File: config.mk
export PLATFORM = sky130hd
export DESIGN_NAME = uart_rx_status
export DESIGN_NICKNAME = d
export VERILOG_FILES = /design/src/rtl/uart_rx_pkg.sv /design/src/rtl/rx_sync.sv /design/src/rtl/rx_framer.sv /design/src/rtl/rx_fifo.sv /design/src/rtl/uart_rx_status.sv
export SDC_FILE = /design/constraint.sdc
export NUM_CORES = 1
export LEC_CHECK = 0
export ABC_CLOCK_PERIOD_IN_PS = 6200
export BUFFER_PORTS_ARGS = -buffer_cell sky130_fd_sc_hd__clkbuf_2
export CORE_MARGIN = 4
export CORE_UTILIZATION = 45
export CTS_BUF_LIST = sky130_fd_sc_hd__clkbuf_16
export DETAILED_ROUTE_END_ITERATION = 8
export PLACE_DENSITY_LB_ADDON = 0.05
export SYNTH_ARGS = -nofsm -noshare
export SYNTH_HDL_FRONTEND = slang
export SYNTH_HIERARCHICAL = 1
export SYNTH_SLANG_ARGS = --single-unit
File: constraint.sdc
create_clock -name clk -period 6.2 [get_ports clk]
set_clock_uncertainty 0.2 [all_clocks]
set_input_delay 0.62 -clock clk [delete_from_list [all_inputs] [get_ports clk]]
set_output_delay 0.62 -clock clk [all_outputs]
set_load 0.03 [all_outputs]
File: src/rtl/uart_rx_pkg.sv
package uart_rx_pkg;

    typedef struct packed {
        logic [7:0] data;
        logic       brk;
        logic       fe;
        logic       pe;
    } rx_entry_t;

    typedef enum logic [1:0] {
        PM_NORMAL = 2'b00,
        PM_FORCE  = 2'b01,
        PM_NONE   = 2'b10,
        PM_MDROP  = 2'b11
    } par_mode_e;

    typedef enum logic [2:0] {
        S_IDLE, S_START, S_DATA, S_PAR, S_STOP, S_BRK
    } rx_state_e;

    // Right-justify a character that was shifted in from the top.
    function automatic logic [7:0] align_data(logic [7:0] sh, logic [1:0] len);
        return sh >> (2'd3 - len);
    endfunction

    function automatic logic parity_flag(par_mode_e pm, logic odd, logic [7:0] d, logic pb);
        case (pm)
            PM_NORMAL: return (^d) ^ pb ^ odd;
            PM_FORCE:  return pb ^ odd;
            PM_MDROP:  return pb;
            default:   return 1'b0;
        endcase
    endfunction

endpackage

File: src/rtl/rx_sync.sv
module rx_sync #(
    parameter int STAGES = 2
) (
    input  logic clk,
    input  logic rst,
    input  logic d,
    output logic q
);
    logic [STAGES-1:0] chain;

    always_ff @(posedge clk) begin
        if (rst) chain <= '1;
        else     chain <= {chain[STAGES-2:0], d};
    end

    assign q = chain[STAGES-1];
endmodule

File: src/rtl/rx_framer.sv
module rx_framer
    import uart_rx_pkg::*;
#(
    parameter int OSR = 16
) (
    input  logic      clk,
    input  logic      rst,
    input  logic      tick,
    input  logic      rxd,
    input  logic [1:0] char_len,
    input  par_mode_e par_mode,
    input  logic      par_odd,
    output logic      done,
    output rx_entry_t entry
);
    localparam int CW = $clog2(OSR);
    localparam logic [CW-1:0] LAST = CW'(OSR - 1);
    localparam logic [CW-1:0] HALF = CW'(OSR / 2 - 1);

    rx_state_e       state;
    logic [CW-1:0]   cnt;
    logic [2:0]      nbit;
    logic [7:0]      sh;
    logic            pbit;
    logic [7:0]      data_al;
    logic            is_brk;

    assign data_al = align_data(sh, char_len);
    assign is_brk  = (data_al == 8'h00) && !rxd &&
                     ((par_mode == PM_NONE) || !pbit);

    always_ff @(posedge clk) begin
        if (rst) begin
            state <= S_IDLE;
            cnt   <= '0;
            nbit  <= '0;
            sh    <= '0;
            pbit  <= 1'b0;
            done  <= 1'b0;
            entry <= '0;
        end else begin
            done <= 1'b0;
            if (tick) begin
                case (state)
                    S_IDLE: if (!rxd) begin
                        state <= S_START;
                        cnt   <= '0;
                    end
                    S_START: if (cnt == HALF) begin
                        cnt   <= '0;
                        nbit  <= '0;
                        state <= rxd ? S_IDLE : S_DATA;
                    end else cnt <= cnt + CW'(1);
                    S_DATA: if (cnt == LAST) begin
                        cnt  <= '0;
                        sh   <= {rxd, sh[7:1]};
                        nbit <= nbit + 3'd1;
                        if (nbit == 3'd4 + {1'b0, char_len})
                            state <= (par_mode == PM_NONE) ? S_STOP : S_PAR;
                    end else cnt <= cnt + CW'(1);
                    S_PAR: if (cnt == LAST) begin
                        cnt   <= '0;
                        pbit  <= rxd;
                        state <= S_STOP;
                    end else cnt <= cnt + CW'(1);
                    S_STOP: if (cnt == LAST) begin
                        cnt        <= '0;
                        done       <= 1'b1;
                        entry.data <= data_al;
                        entry.brk  <= is_brk;
                        entry.fe   <= !rxd;
                        entry.pe   <= parity_flag(par_mode, par_odd, data_al, pbit);
                        state      <= is_brk ? S_BRK : S_IDLE;
                    end else cnt <= cnt + CW'(1);
                    S_BRK: if (rxd) begin
                        if (cnt == HALF) begin
                            cnt   <= '0;
                            state <= S_IDLE;
                        end else cnt <= cnt + CW'(1);
                    end else cnt <= '0;
                    default: state <= S_IDLE;
                endcase
            end
        end
    end
endmodule

File: src/rtl/rx_fifo.sv
module rx_fifo
    import uart_rx_pkg::*;
#(
    parameter int DEPTH = 4
) (
    input  logic      clk,
    input  logic      rst,
    input  logic      push,
    input  rx_entry_t din,
    input  logic      pop,
    output rx_entry_t dout,
    output logic      empty,
    output logic      full
);
    localparam int AW   = (DEPTH > 1) ? $clog2(DEPTH) : 1;
    localparam int CNTW = $clog2(DEPTH + 1);

    rx_entry_t       mem [DEPTH];
    logic [AW-1:0]   wp, rp;
    logic [CNTW-1:0] cnt;
    logic            push_ok, pop_ok;

    function automatic logic [AW-1:0] step(logic [AW-1:0] p);
        return (p == AW'(DEPTH - 1)) ? '0 : p + AW'(1);
    endfunction

    assign full    = (cnt == CNTW'(DEPTH));
    assign empty   = (cnt == '0);
    assign push_ok = push && !full;
    assign pop_ok  = pop && !empty;
    assign dout    = mem[rp];

    always_ff @(posedge clk) begin
        if (push_ok) mem[wp] <= din;
    end

    always_ff @(posedge clk) begin
        if (rst) begin
            wp  <= '0;
            rp  <= '0;
            cnt <= '0;
        end else begin
            if (push_ok) wp <= step(wp);
            if (pop_ok)  rp <= step(rp);
            case ({push_ok, pop_ok})
                2'b10:   cnt <= cnt + CNTW'(1);
                2'b01:   cnt <= cnt - CNTW'(1);
                default: cnt <= cnt;
            endcase
        end
    end
endmodule

File: src/rtl/uart_rx_status.sv
module uart_rx_status
    import uart_rx_pkg::*;
#(
    parameter int OSR   = 16,
    parameter int DEPTH = 4
) (
    input  logic       clk,
    input  logic       rst,
    input  logic       os_tick,
    input  logic       rxd,
    input  logic [1:0] char_len,
    input  logic [1:0] par_mode,
    input  logic       par_odd,
    input  logic       pop,
    input  logic       clr_err,
    output logic       rx_rdy,
    output logic [7:0] rx_data,
    output logic       st_break,
    output logic       st_frame,
    output logic       st_parity,
    output logic       overrun
);
    logic      rxd_s;
    logic      char_done;
    rx_entry_t new_ent, hold_ent, head;
    logic      hold_v;
    logic      fifo_full, fifo_empty;
    logic      push;

    rx_sync #(.STAGES(2)) i_sync (
        .clk(clk), .rst(rst), .d(rxd), .q(rxd_s)
    );

    rx_framer #(.OSR(OSR)) i_framer (
        .clk(clk), .rst(rst), .tick(os_tick), .rxd(rxd_s),
        .char_len(char_len), .par_mode(par_mode_e'(par_mode)),
        .par_odd(par_odd), .done(char_done), .entry(new_ent)
    );

    assign push = hold_v && !fifo_full;

    // Holding stage: one character may wait behind a full queue.
    always_ff @(posedge clk) begin
        if (rst) begin
            hold_v   <= 1'b0;
            hold_ent <= '0;
            overrun  <= 1'b0;
        end else begin
            if (char_done) begin
                hold_ent <= new_ent;
                hold_v   <= 1'b1;
            end else if (push) begin
                hold_v <= 1'b0;
            end
            if (char_done && hold_v && fifo_full) overrun <= 1'b1;
            else if (clr_err)                     overrun <= 1'b0;
        end
    end

    rx_fifo #(.DEPTH(DEPTH)) i_fifo (
        .clk(clk), .rst(rst), .push(push), .din(hold_ent),
        .pop(pop), .dout(head), .empty(fifo_empty), .full(fifo_full)
    );

    assign rx_rdy    = !fifo_empty;
    assign rx_data   = head.data;
    assign st_break  = head.brk;
    assign st_frame  = head.fe;
    assign st_parity = head.pe;
endmodule

# Word-level counts from Yosys, hierarchy flattened
# Memories as Yosys holds them, arrays and structs flattened. A register that Yosys moved wholly into a read port is not among the register bits.
# Cells that the tools add are included.
[word_totals] input_bits=11 mem_count=1 ram_bits=44 wordCells=121 regBits=53
[memory_table] memory="i_fifo.mem" words=4 word_bits=11 read_ports=1 rd_ports_with_merged_regs=1 write_ports=1 line="rx_fifo.sv:18" rtl="rx_entry_t mem [DEPTH];"
[op_classes] muxes=32 shifts=1 bitwise=5 eq_ne=24 n_reduce_logical=30 n_addsub=8
[op_table] op="two-way mux 3 bit" count=11
[op_table] op="one-hot mux 3 bit (6 select lines)" count=1
[op_table] op="two-way mux 4 bit" count=4
[op_table] op="one-hot mux 4 bit (4 select lines)" count=1
[op_table] op="!= test 2 x 1 -> 1 bit, second input constant" count=6
[op_table] op="one-hot mux 3 bit (2 select lines)" count=2
[op_table] op="AND reduction 3 bit" count=4
[op_table] op="== test 2 bit, second input constant" count=5
[op_table] op="two-way mux 2 bit" count=5
[op_table] op="== test 3 bit, second input constant" count=3
[op_table] op="AND reduction 9 bit" count=1
[op_table] op="logical NOT 8 bit" count=1
[op_table] op="nonzero test 2 bit" count=4
[op_table] op="parity 8 bit" count=1
[op_table] op="right shift 8 x 2 -> 8 bit" count=1
[op_table] op="logical AND 1 bit" count=7
[op_table] op="two-way mux 1 bit" count=7
[op_table] op="adder 3 x 1 -> 3 bit, second input constant" count=2
[op_table] op="== test 3 x 2 -> 1 bit, second input constant" count=2
[op_table] op="logical NOT 3 bit" count=2
[op_table] op="OR reduction 3 bit" count=2
[op_table] op="adder 2 x 1 -> 2 bit, second input constant" count=2
[op_table] op="adder 4 x 1 -> 4 bit, second input constant" count=1
[op_table] op="== test 2 x 1 -> 1 bit, second input constant" count=2
[op_table] op="other kinds (16)" count=23

# Depth between registers and ports, before layout
[depth] ltp_word=8 depth_mapped=12 ltp_nobuf=11

# Cells and area by module
# Netlist, hierarchy kept.
[by_module_without_submodules] mod="rx_fifo" area_per_inst_um2=2075.7 n_inst=1 seq_area_each_um2=1501.4 cells_each=111
[by_module_without_submodules] mod="rx_framer" area_per_inst_um2=1700.4 n_inst=1 seq_area_each_um2=620.6 cells_each=199
[by_module_without_submodules] mod="uart_rx_status" area_per_inst_um2=488.0 n_inst=1 seq_area_each_um2=260.2 cells_each=45
[by_module_without_submodules] mod="rx_sync" area_per_inst_um2=52.6 n_inst=1 seq_area_each_um2=40.0 cells_each=4

# Least setup slack after synthesis
# No wires, ideal clock.
[synth_path] path_kind="register to register" from="register i_fifo.cnt[2]" to="register i_fifo.cnt[2]" stages_incl_launch_ff=13 slack_ns=3.470 period_less_slack_ns=2.730 required_time_ns=5.930 arrival_time_ns=2.460 setup_time_ns=0.070 path_cell_list="dfxtp_1 or3b_1 buf_6 inv_1 nor2b_1 and2_4 inv_1 ha_1 inv_1 fa_1 xor2_1 or3_2 a21oi_1"
[synth_between] elab_chain_len=6 word_cells_on_any_way=13 classes_between="add/sub: 2; eq/ne: 3; mux: 1; reduce/logical: 7"
[synth_lines] element="from (decl)" line="rx_fifo.sv:20" rtl="logic [CNTW-1:0] cnt;"
[synth_lines] element="from (signal assigned)" line="rx_fifo.sv:46" rtl="2'b10: cnt <= cnt + CNTW'(1);"
[synth_lines] element="from (signal assigned)" line="rx_fifo.sv:47" rtl="2'b01: cnt <= cnt - CNTW'(1);"
[synth_lines] element="from (signal assigned)" line="rx_fifo.sv:48" rtl="default: cnt <= cnt;"
[synth_lines] element="== test 3 bit *" line="rx_fifo.sv:27" rtl="assign full = (cnt == CNTW'(DEPTH));"
[synth_lines] element="net fifo_full" line="uart_rx_status.sv:27" rtl="logic fifo_full, fifo_empty;"
[synth_lines] element="logical NOT 1 bit *" line="uart_rx_status.sv:40" rtl="assign push = hold_v && !fifo_full;"
[synth_lines] element="logical AND 1 bit *" line="uart_rx_status.sv:40"
[synth_lines] element="net push" line="uart_rx_status.sv:28" rtl="logic push;"
[synth_lines] element="logical AND 1 bit *" line="rx_fifo.sv:29" rtl="assign push_ok = push && !full;"
[synth_lines] element="== test 2 x 1 -> 1 bit / == test 2 bit (equally long branches)" line="rx_fifo.sv:45" rtl="case ({push_ok, pop_ok})"
[synth_lines] element="one-hot mux 3 bit (2 select lines) / nonzero test 2 bit (equally long branches)"
# Mark *: on every way through the listed nets, which the timed path passes. The rest lies on a longest branch.
# A chain may end at the register's enable or synchronous reset.

# Worst setup path in the final report
# Same ends and word-level chain as after synthesis.

==> qor.yml <==
global_route:
  grt_busiest_layer: "met2"
  grt_pass1_wl_mm: 12.7
  grt_util_met2_pct: 23.0
  grtUsageMet3_pct: 2.49
  grt.total_usage_pct: 14.2
  grt_pass1_vias: 2578
  met1_usage_pct: 19.3
  grt_max_degree: 53
  grt_overflow: 0
  antenna_found_initial: 0
power:
  seqPwrFrac_pct: 54.8
  p_sw_uw: 273
  swShare_pct: 22.0
  irDropWorstVdd_mv: 0.139
  power.leakage_uw: 0.00168
  power_density_nw_per_um2: 260
  p_clk_share_pct: 42.4
  p_comb_share_pct: 2.8
  p_int_uw: 970
cells_and_area:
  nNetsFinal: 399
  antenna_cells: 0
  areaGrowthSynthToFinish_pct: 10.6
  postLayoutCellArea_um2: 4770
  drive_above_1_share_pct: 17.1
clock_network:
  hold_buffers: 0
  path_clk_slew_ns: 0.07
  cts_setup_buffers: 0
  htreeDepth: 3
  clkLatencyLatePin_ns: 0.33
  ctsRootBufferMaster: "clkbuf_16"
  post_cts_resized: 0
  cts_sinks: 99
  cts_buffers: 9
  cts_tree: "done"
  clockBufferDepth: 2
drt:
  antenna_left: 0
  num_vias: 2588
  totalWireLength_mm: 7.38
  wl_per_cell_um: 14.5
  drt_pass1_iterations: 4
  route.detailed.drc: 0
  drt_iter0_drc: 89
  via_per_inst: 5.08
yosys:
  synth_seq_cells: 99
  synth_top_area_share_pct: 30.6
  synth_top_family_by_area: "multiplexers"
  synth_compound_area_share_pct: 7.36
  yosysTopAreaCell: "edfxtp_1"
  netlist-cell-type-count: 54
  synth_xor_area_share_pct: 2.23
  synthCells: 359
  netlist_area_um2: 4320
  syn_nets: 383
  ys_seq_area_share_pct: 56.1
  syn-mean-instance-area_um2: 12.0
  ys_top_cells_by_count: "55 x dfxtp_1, 48 x nor2_1, 44 x edfxtp_1, 29 x mux2i_1, 21 x nand2_1"
  async_flop_share_pct: 0
  yosysWarnings: 6
  synth_edf_count: 44
  ys_top_cells_by_area: "edfxtp_1 31%, dfxtp_1 26%, mux2i_1 6.7%"
  yosys.area_share.simple_pct: 13.0
  synthAdderAreaFrac_pct: 3.94
  yosysMostFrequentCell: "dfxtp_1"
  ys.flop_type: "dfxtp_1"
  synth.area.mux_share_pct: 13.8
sta:
  fmaxAchievable_mhz: 338
  finalCritPeriodShare_pct: 47.8
  worstMarginPinSlew_ns: 1.07
  whs_ns: 0.209
  slew-limit-headroom_pct: 28.5
  setup_viol: 0
  period_needed_ns: 2.96
  maxSlewViolCount: 0
  fin_setup_tns_ns: 0
  hold_viol: 0
  rsz0062_at_grt: "false"
critical_path:
  cp_num_buf_inv: 3
  timing.rr.end: "i_fifo/cnt[2]"
  reg2reg_from: "i_fifo/cnt[2]"
  cp.required_ns: 6.25
  critPathTopFamily: "simple AND/OR/NAND/NOR gates"
  worstSetupPathType: "flip-flop to flip-flop"
  path_common_cell: "inv_1"
  start_kind: "flip-flop"
  cpPeakStageDelay_ns: 0.49
  cp.arrival_ns: 3.01
  path_cells: "or3b_1 > inv_1 > nor2b_1 > and2_4 > inv_1 > ha_1 > inv_1 > fa_1 > xor2_1 > or3_2 > a21oi_1"
  crit_path_end_kind: "flip-flop"
  reg2reg_depth: 11
  regToRegSetupSlack_ns: 3.24
  worstPathMaxFanout: 9
  cpMaxStageDelayCell: "or3b_1"
floorplanning:
  die_w_um: 106
  io_pins: 24
  core_um2: 9280
  num_rows: 35
  die_h_um: 106
  floorplan.die_area_um2: 11200
  floorplan.initialDensity_pct: 46.5
worst_hold_path:
  hold_class: "flip-flop to flip-flop"
  whs_path_depth: 1
  min_to: "i_sync/chain[1]"
  hp-start: "i_sync/chain[0]"
place:
  gp_congestion: 0.803
  dpl_cell_area_um2: 4490
  port-buffer-count: 23
  hpwlAfterDp_mm: 4.93
status:
  status: "complete, no violations"
job:
  drv_cap: 0
## kinds of logic after synthesis
family / Yosys count
simple gates: 116
flops: 99
compound gates: 45
mux: 45
buf+inv: 30
fa+ha+maj: 13
xor+xnor: 11
## worst max-delay path by stage
stage	from	end	slack (ns)	cells past startpoint
after floorplan	i_fifo/cnt[2]	i_fifo/cnt[2]	3.47	12
after global placement	char_len[0]	i_framer/entry[0]	3.29	9
after detailed placement	char_len[0]	i_framer/entry[0]	3.18	9
after CTS	i_fifo/cnt[2]	i_fifo/cnt[2]	3.23	11
after global routing	i_fifo/cnt[2]	i_fifo/cnt[2]	3.02	11
final	i_fifo/cnt[2]	i_fifo/cnt[2]	3.24	11
## metrics by stage
step	total power, uW	util (%)	std cells	worst slack (ns)
2_1_floorplan	722	-	359	3.47
3_3_place_gp	731	48.3	493	3.29
3_5_place_dp	731	48.3	493	3.18
4_1_cts	1260	51.4	509	3.23
5_1_grt	1300	51.4	509	3.02
6_report	1240	51.4	509	3.24
## final cells by class
type	instances	area (um^2)
Inverter	12	45.0
Clock buffer	9	225
Timing Repair Buffer	23	115
Sequential cell	99	2420
Multi-Input combinational cell	230	1740
Clock inverter	7	60.1
Tap cell	129	161
Fill cell	867	4510
## flip-flops by register name, summed over array words and instances (netlist names), 2 cells and up, named ones only
signal	flops
i_fifo/mem	44
hold_ent	11
i_framer/entry	11
i_framer/sh	8
i_framer/cnt	4
i_fifo/cnt	3
i_framer/nbit	3
i_framer/state	3
i_fifo/rp	2
i_fifo/wp	2
i_sync/chain	2
## worst reg2reg max path, stage by stage, from the launching register on
cell and delay, ns:
dfxtp_1 0.38, or3b_1 0.49, inv_1 0.15, nor2b_1 0.12, and2_4 0.17, inv_1 0.05, ha_1 0.17, inv_1 0.06
fa_1 0.38, xor2_1 0.16, or3_2 0.40, a21oi_1 0.15
## cell usage in the layout, fill, tap and decap left out, types with 3 or more instances in the layout
master / synthesis / final
dfxtp_1: 55 / 55
nor2_1: 48 / 48
edfxtp_1: 44 / 44
mux2i_1: 29 / 29
clkbuf_2: 0 / 23
nand2_1: 21 / 21
a21oi_1: 16 / 16
inv_1: 12 / 12
ha_1: 12 / 12
mux4_2: 11 / 11
clkbuf_16: 0 / 9
nand3_1: 9 / 9
nor2b_1: 8 / 8
nand2b_1: 6 / 6
xnor2_1: 6 / 6
xor2_1: 5 / 5
mux2_2: 5 / 5
o21ai_1: 5 / 5
nor3_1: 5 / 4
o21ai_0: 4 / 4
clkinv_4: 0 / 3
or2_1: 3 / 3
## per-layer routing
| layer | share of wire [%] | vias up | wire, um |
|---|---|---|---|
| li1 | - | 1331 | - |
| met1 | 50 | 1226 | 3670 |
| met2 | 47 | 25 | 3480 |
| met3 | 2.3 | 6 | 167 |
| met4 | 0.89 | 0 | 66 |
| met5 | 0 | - | 0 |
## power by group through the flow
stage,clock [uW],combinational [uW],sequential [uW]
floorplan,0,29.1,693
global placement,0,35.4,696
detailed placement,0,35.8,696
CTS,544,35.9,680
global route,575,40.5,681
finish,527,35.3,681
(Power assumes the default switching activity.)
